### config.mk
export PLATFORM = sky130hd
export DESIGN_NAME = hpb_bridge
export DESIGN_NICKNAME = d
export VERILOG_FILES = /design/src/rtl/hpb_pkg.sv /design/src/rtl/hpb_sync.sv /design/src/rtl/hpb_engine.sv /design/src/rtl/hpb_bridge.sv
export SDC_FILE = /design/constraint.sdc
export NUM_CORES = 1
export LEC_CHECK = 0
export BUFFER_PORTS_ARGS = -buffer_cell sky130_fd_sc_hd__clkbuf_2
export CAP_MARGIN = 20
export CORE_ASPECT_RATIO = 1.25
export CORE_MARGIN = 2
export CORE_UTILIZATION = 35
export DETAILED_ROUTE_END_ITERATION = 6
export PLACE_DENSITY = 0.54
export SLEW_MARGIN = 10
export SYNTH_ARGS = -nofsm -noshare
export SYNTH_HDL_FRONTEND = slang
export SYNTH_SLANG_ARGS = --single-unit
export TNS_END_PERCENT = 50
### constraint.sdc
create_clock -name clk_i -period 4.2 [get_ports clk_i]
set_input_delay 0.42 -clock clk_i [delete_from_list [all_inputs] [get_ports clk_i]]
set_output_delay 0.42 -clock clk_i [all_outputs]
set_load 0.1 [all_outputs]
### src/rtl/hpb_pkg.sv
package hpb_pkg;
  typedef enum logic [1:0] {
    SEL_CTRL = 2'b00,
    SEL_ADDR = 2'b01,
    SEL_DINC = 2'b10,
    SEL_DFIX = 2'b11
  } hsel_e;

  typedef enum logic [1:0] {
    ST_IDLE,
    ST_WR,
    ST_RD,
    ST_PF
  } st_e;
endpackage

### src/rtl/hpb_sync.sv
module hpb_sync #(
  parameter int          W       = 1,
  parameter int          STAGES  = 2,
  parameter logic [W-1:0] RST_VAL = '0
) (
  input  logic         clk_i,
  input  logic         rst_ni,
  input  logic [W-1:0] d_i,
  output logic [W-1:0] q_o
);
  logic [W-1:0] stg_q [STAGES];

  for (genvar s = 0; s < STAGES; s++) begin : g_stg
    if (s == 0) begin : g_first
      always_ff @(posedge clk_i or negedge rst_ni)
        if (!rst_ni) stg_q[s] <= RST_VAL;
        else         stg_q[s] <= d_i;
    end else begin : g_next
      always_ff @(posedge clk_i or negedge rst_ni)
        if (!rst_ni) stg_q[s] <= RST_VAL;
        else         stg_q[s] <= stg_q[s-1];
    end
  end

  assign q_o = stg_q[STAGES-1];
endmodule

### src/rtl/hpb_engine.sv
module hpb_engine
  import hpb_pkg::*;
#(
  parameter int WORD_W = 32
) (
  input  logic              clk_i,
  input  logic              rst_ni,
  input  logic              evt_i,
  input  hsel_e             sel_i,
  input  logic              rw_i,
  input  logic              half_i,
  input  logic [WORD_W/2-1:0] wdata_i,
  output logic [WORD_W/2-1:0] rdata_o,
  output logic              busy_o,
  output logic              err_o,
  output logic              mem_req_o,
  output logic              mem_we_o,
  output logic [WORD_W-1:0] mem_addr_o,
  output logic [WORD_W-1:0] mem_wdata_o,
  input  logic              mem_ack_i,
  input  logic [WORD_W-1:0] mem_rdata_i
);
  localparam int HALF_W = WORD_W / 2;
  localparam logic [WORD_W-1:0] STEP = WORD_W'(WORD_W / 8);

  st_e               st_q;
  logic              order_q, pf_q, inc_q, rd_hi_q, err_q;
  logic              req_q, we_q;
  logic [WORD_W-1:0] addr_q, latch_q, maddr_q, mwd_q;
  logic [HALF_W-1:0] hout_q;
  logic              hi_lane;

  function automatic logic [WORD_W-1:0] put_half(logic [WORD_W-1:0] w, logic hi,
                                                 logic [HALF_W-1:0] h);
    return hi ? {h, w[HALF_W-1:0]} : {w[WORD_W-1:HALF_W], h};
  endfunction

  function automatic logic [HALF_W-1:0] get_half(logic [WORD_W-1:0] w, logic hi);
    return hi ? w[WORD_W-1:HALF_W] : w[HALF_W-1:0];
  endfunction

  // first halfword is the upper lane unless the order bit is set
  assign hi_lane = ~(half_i ^ order_q);

  always_ff @(posedge clk_i or negedge rst_ni) begin
    if (!rst_ni) begin
      st_q    <= ST_IDLE;
      order_q <= 1'b0;
      pf_q    <= 1'b0;
      inc_q   <= 1'b0;
      rd_hi_q <= 1'b0;
      err_q   <= 1'b0;
      req_q   <= 1'b0;
      we_q    <= 1'b0;
      addr_q  <= '0;
      latch_q <= '0;
      maddr_q <= '0;
      mwd_q   <= '0;
      hout_q  <= '0;
    end else begin
      unique case (st_q)
        ST_IDLE: if (evt_i) begin
          unique case (sel_i)
            SEL_CTRL:
              if (rw_i) hout_q  <= {{(HALF_W-1){1'b0}}, order_q};
              else      order_q <= wdata_i[0];
            SEL_ADDR:
              if (rw_i) hout_q <= get_half(addr_q, hi_lane);
              else begin
                addr_q <= put_half(addr_q, hi_lane, wdata_i);
                pf_q   <= 1'b0;
              end
            default: begin
              inc_q <= (sel_i == SEL_DINC);
              if (!rw_i) begin
                latch_q <= put_half(latch_q, hi_lane, wdata_i);
                pf_q    <= 1'b0;
                if (half_i) begin
                  req_q   <= 1'b1;
                  we_q    <= 1'b1;
                  maddr_q <= addr_q;
                  mwd_q   <= put_half(latch_q, hi_lane, wdata_i);
                  st_q    <= ST_WR;
                end
              end else if (!half_i) begin
                if (pf_q) begin
                  hout_q <= get_half(latch_q, hi_lane);
                  pf_q   <= 1'b0;
                end else begin
                  req_q   <= 1'b1;
                  we_q    <= 1'b0;
                  maddr_q <= addr_q;
                  rd_hi_q <= hi_lane;
                  st_q    <= ST_RD;
                end
              end else begin
                hout_q <= get_half(latch_q, hi_lane);
                if (sel_i == SEL_DINC) begin
                  addr_q  <= addr_q + STEP;
                  maddr_q <= addr_q + STEP;
                  req_q   <= 1'b1;
                  we_q    <= 1'b0;
                  st_q    <= ST_PF;
                end
              end
            end
          endcase
        end
        ST_WR: if (mem_ack_i) begin
          we_q <= 1'b0;
          if (inc_q) begin
            addr_q  <= addr_q + STEP;
            maddr_q <= addr_q + STEP;
            st_q    <= ST_PF;
          end else begin
            req_q <= 1'b0;
            st_q  <= ST_IDLE;
          end
        end
        ST_RD: if (mem_ack_i) begin
          latch_q <= mem_rdata_i;
          hout_q  <= get_half(mem_rdata_i, rd_hi_q);
          req_q   <= 1'b0;
          st_q    <= ST_IDLE;
        end
        default: if (mem_ack_i) begin
          latch_q <= mem_rdata_i;
          pf_q    <= 1'b1;
          req_q   <= 1'b0;
          st_q    <= ST_IDLE;
        end
      endcase
      if (evt_i && st_q != ST_IDLE) err_q <= 1'b1;
    end
  end

  assign rdata_o     = hout_q;
  assign busy_o      = (st_q != ST_IDLE);
  assign err_o       = err_q;
  assign mem_req_o   = req_q;
  assign mem_we_o    = we_q;
  assign mem_addr_o  = maddr_q;
  assign mem_wdata_o = mwd_q;
endmodule

### src/rtl/hpb_bridge.sv
module hpb_bridge
  import hpb_pkg::*;
#(
  parameter int WORD_W      = 32,
  parameter int SYNC_STAGES = 2
) (
  input  logic              clk_i,
  input  logic              rst_ni,
  input  logic [1:0]        hsel_i,
  input  logic              hrw_i,
  input  logic              hhalf_i,
  input  logic              hstrb_ni,
  input  logic [WORD_W/2-1:0] hdata_i,
  output logic [WORD_W/2-1:0] hdata_o,
  output logic              hdata_oe_o,
  output logic              hnrdy_o,
  output logic              proto_err_o,
  output logic              mem_req_o,
  output logic              mem_we_o,
  output logic [WORD_W-1:0] mem_addr_o,
  output logic [WORD_W-1:0] mem_wdata_o,
  input  logic              mem_ack_i,
  input  logic [WORD_W-1:0] mem_rdata_i
);
  localparam int CW = 5;

  logic [CW-1:0] ctl_s;
  logic          strb_s, rw_s, half_s, strb_d_q, evt;

  hpb_sync #(.W(CW), .STAGES(SYNC_STAGES), .RST_VAL(CW'(5'b10000))) u_sync (
    .clk_i (clk_i),
    .rst_ni(rst_ni),
    .d_i   ({hstrb_ni, hrw_i, hhalf_i, hsel_i}),
    .q_o   (ctl_s)
  );

  assign strb_s = ctl_s[4];
  assign rw_s   = ctl_s[3];
  assign half_s = ctl_s[2];

  always_ff @(posedge clk_i or negedge rst_ni)
    if (!rst_ni) strb_d_q <= 1'b1;
    else         strb_d_q <= strb_s;

  assign evt        = strb_d_q & ~strb_s;
  assign hdata_oe_o = ~strb_s & rw_s;

  hpb_engine #(.WORD_W(WORD_W)) u_engine (
    .clk_i      (clk_i),
    .rst_ni     (rst_ni),
    .evt_i      (evt),
    .sel_i      (hsel_e'(ctl_s[1:0])),
    .rw_i       (rw_s),
    .half_i     (half_s),
    .wdata_i    (hdata_i),
    .rdata_o    (hdata_o),
    .busy_o     (hnrdy_o),
    .err_o      (proto_err_o),
    .mem_req_o  (mem_req_o),
    .mem_we_o   (mem_we_o),
    .mem_addr_o (mem_addr_o),
    .mem_wdata_o(mem_wdata_o),
    .mem_ack_i  (mem_ack_i),
    .mem_rdata_i(mem_rdata_i)
  );
endmodule

# Yosys cells after proc, flatten, opt, wreduce, memory -nomap -nowiden
# Index checks and enable logic that the tools add are counted.
dict set report word_totals {
  word_cells 146
  regBits 164
  in_bits 56
  out_inout_bits 85
}
dict set report op_classes {
  eq_ne 24
  reduce_logical 22
  n_mux 71
  bitwise_logic 11
  addsub 1
}
# cell n
set ops {}
lappend ops {{32-bit 2-to-1 mux} 19}
lappend ops {{32-bit case mux with 2 select lines} 4}
lappend ops {{16-bit 2-to-1 mux} 10}
lappend ops {{16-bit case mux with 2 select lines} 2}
lappend ops {{32-bit by 3-bit adder with 32-bit output, second input constant} 1}
lappend ops {{1-bit 2-to-1 mux} 21}
lappend ops {{3-bit inequality test, second input constant} 7}
lappend ops {{2-bit 2-to-1 mux} 10}
lappend ops {{10-bit AND reduction} 2}
lappend ops {{8-bit AND reduction} 2}
lappend ops {{5-bit AND reduction} 3}
lappend ops {{2-bit inequality test, second input constant} 7}
lappend ops {{7-bit AND reduction} 2}
lappend ops {{6-bit AND reduction} 2}
lappend ops {{1-bit NOT} 8}
lappend ops {{1-bit case mux with 2 select lines} 4}
lappend ops {{2-bit nonzero test} 4}
lappend ops {{3-bit by 2-bit inequality test with 1-bit output, second input constant} 2}
lappend ops {{5-bit by 4-bit inequality test with 1-bit output, second input constant} 1}
lappend ops {{2-bit by 1-bit equality test with 1-bit output, second input constant} 2}
lappend ops {{2-bit equality test, second input constant} 2}
lappend ops {{2-bit zero test} 2}
lappend ops {{2-bit by 1-bit inequality test with 1-bit output, second input constant} 2}
lappend ops {{4-bit by 3-bit inequality test with 1-bit output, second input constant} 1}
lappend ops {{other kinds (7)} 9}

# Longest topological paths before layout
dict set report logic_depth {
  ltp_word 8
  mapped_depth 9
  mapped_depth_nobuf 7
}

# Cells and area by module
# From an unflattened synthesis, not the netlist that was laid out.
dict set report hier_totals {
  hier_cells 1039
  hier_area_um2 8943.6
}
# mod seq_area_each_um2 n_inst area_per_inst_um2 cells_each
set modules_own_cells {}
lappend modules_own_cells {hpb_engine 3828.7 1 8614.5 1021}
lappend modules_own_cells {hpb_sync 252.7 1 290.3 15}
lappend modules_own_cells {hpb_bridge 26.3 1 38.8 3}

# Worst setup path before layout
# OpenSTA, ideal clock, no wires.
dict set report synth_timing {
  kind {reg-to-reg}
  startpoint {register u_engine.st_q[0]}
  endpoint {register u_engine.latch_q[20]}
  path_stages_with_launch 8
  path_buffers 2
  period_less_slack_ns 2.551
  setup_slack_ns 1.649
  setup_time_ns 0.126
  arrival_ns 2.425
  required_ns 4.074
  cell_sequence {dfrtp_1 inv_1 ha_1 clkbuf_1 inv_1 clkbuf_1 o32ai_1 a221o_1}
}
dict set report synth_via {
  elab_chain_len 3
}
# element line
set synth_rtl {}
lappend synth_rtl {{from (decl)} hpb_engine.sv:26} ;# st_e st_q;
lappend synth_rtl {{from (signal assigned)} hpb_engine.sv:47} ;# st_q <= ST_IDLE;
lappend synth_rtl {{from (signal assigned)} hpb_engine.sv:83} ;# st_q <= ST_WR;
lappend synth_rtl {{from (signal assigned)} hpb_engine.sv:94} ;# st_q <= ST_RD;
lappend synth_rtl {{2-bit zero test or 2-bit by 1-bit equality test with 1-bit output (tied branches)} hpb_engine.sv:61} ;# unique case (st_q)
lappend synth_rtl {{2-bit inequality test (no source line), or another cell as far along} n/a}
lappend synth_rtl {{5-bit AND reduction (no source line)} n/a}
lappend synth_rtl {{to (signal assigned)} hpb_engine.sv:76} ;# latch_q <= put_half(latch_q, hi_lane, wdata_i);
lappend synth_rtl {{to (signal assigned)} hpb_engine.sv:121} ;# latch_q <= mem_rdata_i;
lappend synth_rtl {{to (signal assigned)} hpb_engine.sv:127} ;# latch_q <= mem_rdata_i;
lappend synth_rtl {{to (decl)} hpb_engine.sv:29} ;# logic [WORD_W-1:0] addr_q, latch_q, maddr_q, mwd_q;
# Several ways; a longest one is shown, not always the timed one.
# A chain may end at the register's enable or synchronous reset.

# Worst setup path in the final report
dict set report layout_timing {
  startpoint {register u_sync.stg_q (netlist bit u_sync.q_o[2])}
  endpoint {register u_engine.hout_q[1] (netlist: u_engine.rdata_o[1])}
}
dict set report layout_via {
  elab_chain_len 8
}
# element line
set layout_rtl {}
lappend layout_rtl {{from (decl)} hpb_sync.sv:11} ;# logic [W-1:0] stg_q [STAGES];
lappend layout_rtl {{from (signal, indexed assignment)} hpb_sync.sv:21} ;# else stg_q[s] <= stg_q[s-1];
lappend layout_rtl {{1-bit bitwise XOR} hpb_engine.sv:43} ;# assign hi_lane = ~(half_i ^ order_q);
lappend layout_rtl {{16-bit 2-to-1 mux} hpb_engine.sv:39} ;# return hi ? w[WORD_W-1:HALF_W] : w[HALF_W-1:0];
lappend layout_rtl {{16-bit 2-to-1 mux} hpb_engine.sv:86} ;# if (pf_q) begin
lappend layout_rtl {{16-bit 2-to-1 mux} hpb_engine.sv:85} ;# end else if (!half_i) begin
lappend layout_rtl {{16-bit 2-to-1 mux} hpb_engine.sv:75} ;# if (!rw_i) begin
lappend layout_rtl {{16-bit case mux with 2 select lines} hpb_engine.sv:63} ;# unique case (sel_i)
lappend layout_rtl {{16-bit 2-to-1 mux} hpb_engine.sv:62} ;# ST_IDLE: if (evt_i) begin
lappend layout_rtl {{16-bit case mux with 2 select lines} hpb_engine.sv:61}
lappend layout_rtl {{to (signal assigned)} hpb_engine.sv:65} ;# if (rw_i) hout_q <= {{(HALF_W-1){1'b0}}, order_q};
lappend layout_rtl {{to (signal assigned)} hpb_engine.sv:68} ;# if (rw_i) hout_q <= get_half(addr_q, hi_lane);
lappend layout_rtl {{to (signal assigned)} hpb_engine.sv:87} ;# hout_q <= get_half(latch_q, hi_lane);
lappend layout_rtl {{to (decl)} hpb_engine.sv:30} ;# logic [HALF_W-1:0] hout_q;
# Several ways; a longest one is shown, not always the timed one. The select of a mux whose other input is x is not followed.

==> impl_metrics.tcl <==
set metrics [dict create \
    outcome "finished, final reports clean" \
    clockRootBuffer "clkbuf_16" \
    numCtsBuffers 17 \
    gr-usage-all-layers_pct 22.6 \
    endpoint_kind "flip-flop" \
    fillers 2638 \
    nets 1128 \
    wl_per_cell_um 21.5 \
    synth_cells 980 \
    arrival_ns 3.26 \
    dr.pass1.iters 5 \
    synth_flop_cell "dfrtp_1" \
    synth_edf_count 0 \
    layout_common_cells "dfrtp_1 (161), clkbuf_2 (139), nand2_1 (115)" \
    synth.mux.area_fraction_pct 8.30 \
    final_common_cell "dfrtp_1" \
    yosysSeqAreaShare_pct 45.1 \
    first_iter_violations 774 \
    synth_compound_area_share_pct 22.1 \
    cts_setup_buffers 0 \
    antenna_cells 0 \
    clockBufferDepth 2 \
    synth_xor_area_share_pct 3.06 \
    worstHoldPathType "primary input to flip-flop" \
    r2r_slack_ns 1.27 \
    finalWirelength_mm 30.5 \
    startpoint "u_sync.q_o[2]" \
    drive_gt1_share_pct 24.4 \
    vias 8225 \
    cap_violations 0 \
    avgSynthCellArea_um2 9.29 \
    io_pins 141 \
    yosys.cell_types.count 65 \
    rsz0062_at_grt "no" \
    antenna_found_initial 0 \
    path_common_cell "mux2_2" \
    synth-simple-area-share_pct 16.4 \
    max_stage_delay_ns 0.75 \
    required_ns 4.53 \
    num_rows 66 \
    clock_latency_ns 0.44 \
    initial_core_util_pct 35.3 \
    fin_crit_ns 2.93 \
    ff2ff_path_depth 6 \
    grt_pass1_wl_mm 47.4 \
    fin_crit_sh_pct 69.8 \
    area_growth_pct 17.6 \
    cts_tree "built" \
    cts_sinks 164 \
    fin_util_pct 41.5 \
    crit_end "u_engine.rdata_o[1]" \
    grt_pass1_vias 7846 \
    yosys_warnings 0 \
    worstReg2RegEnd "u_engine.rdata_o[1]" \
    synth_top_family_by_area "compound AO/OA/AOI/OAI gates" \
    io_buffers 140 \
    core_mm2 0.0258 \
    finClkSkew_ns 0.0117 \
    synth_seq_cells 164 \
    max_slew_margin_pct 25.1 \
    cts_resized 0 \
    startpoint_type "flip-flop" \
    hpwl_mm 21.1 \
    setup_tns_ns 0 \
    synth_area_mm2 0.00910 \
    finalHoldViolCount 0 \
    critical_path_class "flip-flop to flip-flop" \
    syn-num-nets 1040 \
    overflow 0 \
    path_clk_slew_ns 0.07 \
    worst_slew_pin_slew_ns 1.12 \
    die_y_um 184 \
    max_clock_freq_ghz 0.341 \
    cp_max_fo 50 \
    gp_routability_congestion 0.873 \
    path_cells "xor2_4 > buf_12 > mux2_2 > a221oi_1 > a21oi_1 > mux2_2" \
    h-tree-depth 4 \
    r2r_start "u_sync.q_o[2]" \
    ys_async_sr_fraction_pct 100 \
    synthAdderAreaFrac_pct 0.550 \
    finalSetupViolCount 0 \
    slew_violations 0 \
    die_area_mm2 0.0273 \
    drc 0 \
    ctsHoldBuffers 0 \
    fp.dieW_um 148 \
    grt_start_max_net_pins 98 \
    cpMaxStageDelayCell "dfrtp_1" \
    vias_per_cell 5.79 \
    antenna_left 0 \
]
==> area by class of cell <==
type | instances | area [um^2] | share of cell area (%)
Clock buffer | 22 | 464 | 4.34
Sequential cell | 164 | 4110 | 38.4
Clock inverter | 10 | 124 | 1.16
Timing Repair Buffer | 162 | 917 | 8.57
Multi-Input combinational cell | 717 | 4640 | 43.4
Inverter | 6 | 22.5 | 0.210
Tap cell | 340 | 425 | 3.97
==> synthesized netlist by cell type (6+ instances only) <==
library cell / instances / area share, %
dfrtp_1: 161 / 44
nand2_1: 115 / 4.7
nor2_1: 100 / 4.1
a21oi_1: 80 / 4.4
clkbuf_1: 57 / 2.3
mux2_2: 52 / 6.4
o21ai_0: 43 / 2.4
a31oi_1: 40 / 2.7
a221o_1: 25 / 2.7
o32ai_1: 24 / 2.3
buf_2: 19 / 1.0
nand4_1: 18 / 1.2
xnor2_1: 18 / 1.7
mux2i_1: 17 / 1.9
nand3_1: 16 / 0.88
a221oi_1: 15 / 1.4
buf_1: 13 / 0.54
nor4_1: 13 / 0.89
a22o_1: 12 / 1.2
nor3_1: 12 / 0.66
xor2_1: 12 / 1.2
a21o_1: 10 / 0.82
o22a_1: 10 / 0.96
a22oi_1: 9 / 0.74
and3_1: 8 / 0.55
inv_1: 6 / 0.25
nor2b_1: 6 / 0.41
==> state kept, by name, summed over array words and instances (netlist names) <==
signal / cells
u_engine.latch_q: 32
u_engine.pf_q: 1
u_engine.rd_hi_q: 1
u_engine.mem_we_o: 1
u_engine.rdata_o: 16
u_engine.addr_q: 32
u_sync.q_o: 5
u_engine.mem_addr_o: 32
u_engine.mem_req_o: 1
u_engine.order_q: 1
u_engine.mem_wdata_o: 32
u_engine.inc_q: 1
u_engine.st_q: 2
u_engine.err_o: 1
u_sync.stg_q: 5
strb_d_q: 1
==> kinds of logic after synthesis <==
family | after synthesis
multiplexers | 69
AND/OR/NAND/NOR | 320
buffers and inverters | 99
flip-flops | 164
XOR/XNOR | 31
adder cells (fa/ha/maj) | 4
AO/OA/AOI/OAI | 293
==> critical path: cells and delay by family (launching register included) <==
| kind | cells | cell delay [ns] |
|---|---|---|
| muxes | 2 | 0.63 |
| AOI/OAI and AO/OA | 2 | 0.34 |
| DFF | 1 | 0.75 |
| buffers and inverters | 1 | 0.33 |
| xor gates and xnor gates | 1 | 0.74 |
==> routing by layer <==
metal,wire length (um),global-route usage [%],up-vias
met5,0,0,-
met4,620,6.86,0
met3,1910,4.16,42
met2,14100,34.8,327
met1,13800,32.4,4033
li1,-,-,3823
==> per-stage QoR <==
step	hold WS (ns)	instance area [um^2]	setup WS, ns	cells
6_report	0.0596	10700	1.27	1421
3_5_place_dp	0.335	10100	1.29	1388
2_1_floorplan	0.124	9100	1.65	980
3_3_place_gp	0.337	10100	1.33	1388
4_1_cts	0.0442	10700	1.26	1420
5_1_grt	0.0437	10700	1.05	1421
==> worst min-delay path by stage <==
| stage | startpoint | end | slack (ns) | depth (start not counted) |
|---|---|---|---|---|
| final | hstrb_ni | u_sync.stg_q[9] | 0.06 | 1 |
| after global routing | hstrb_ni | u_sync.stg_q[9] | 0.04 | 1 |
| after CTS | hstrb_ni | u_sync.stg_q[9] | 0.04 | 1 |
| after detailed placement | u_sync.stg_q[8] | u_sync.q_o[3] | 0.33 | 0 |
| after global placement | u_sync.stg_q[5] | u_sync.q_o[0] | 0.34 | 0 |
| after floorplan | rst_ni | u_engine.addr_q[0] | 0.12 | 0 |
Power is left out: the tool's default activity adds up to more than one toggle a clock period on the data nets, which glitch-free logic cannot reach.
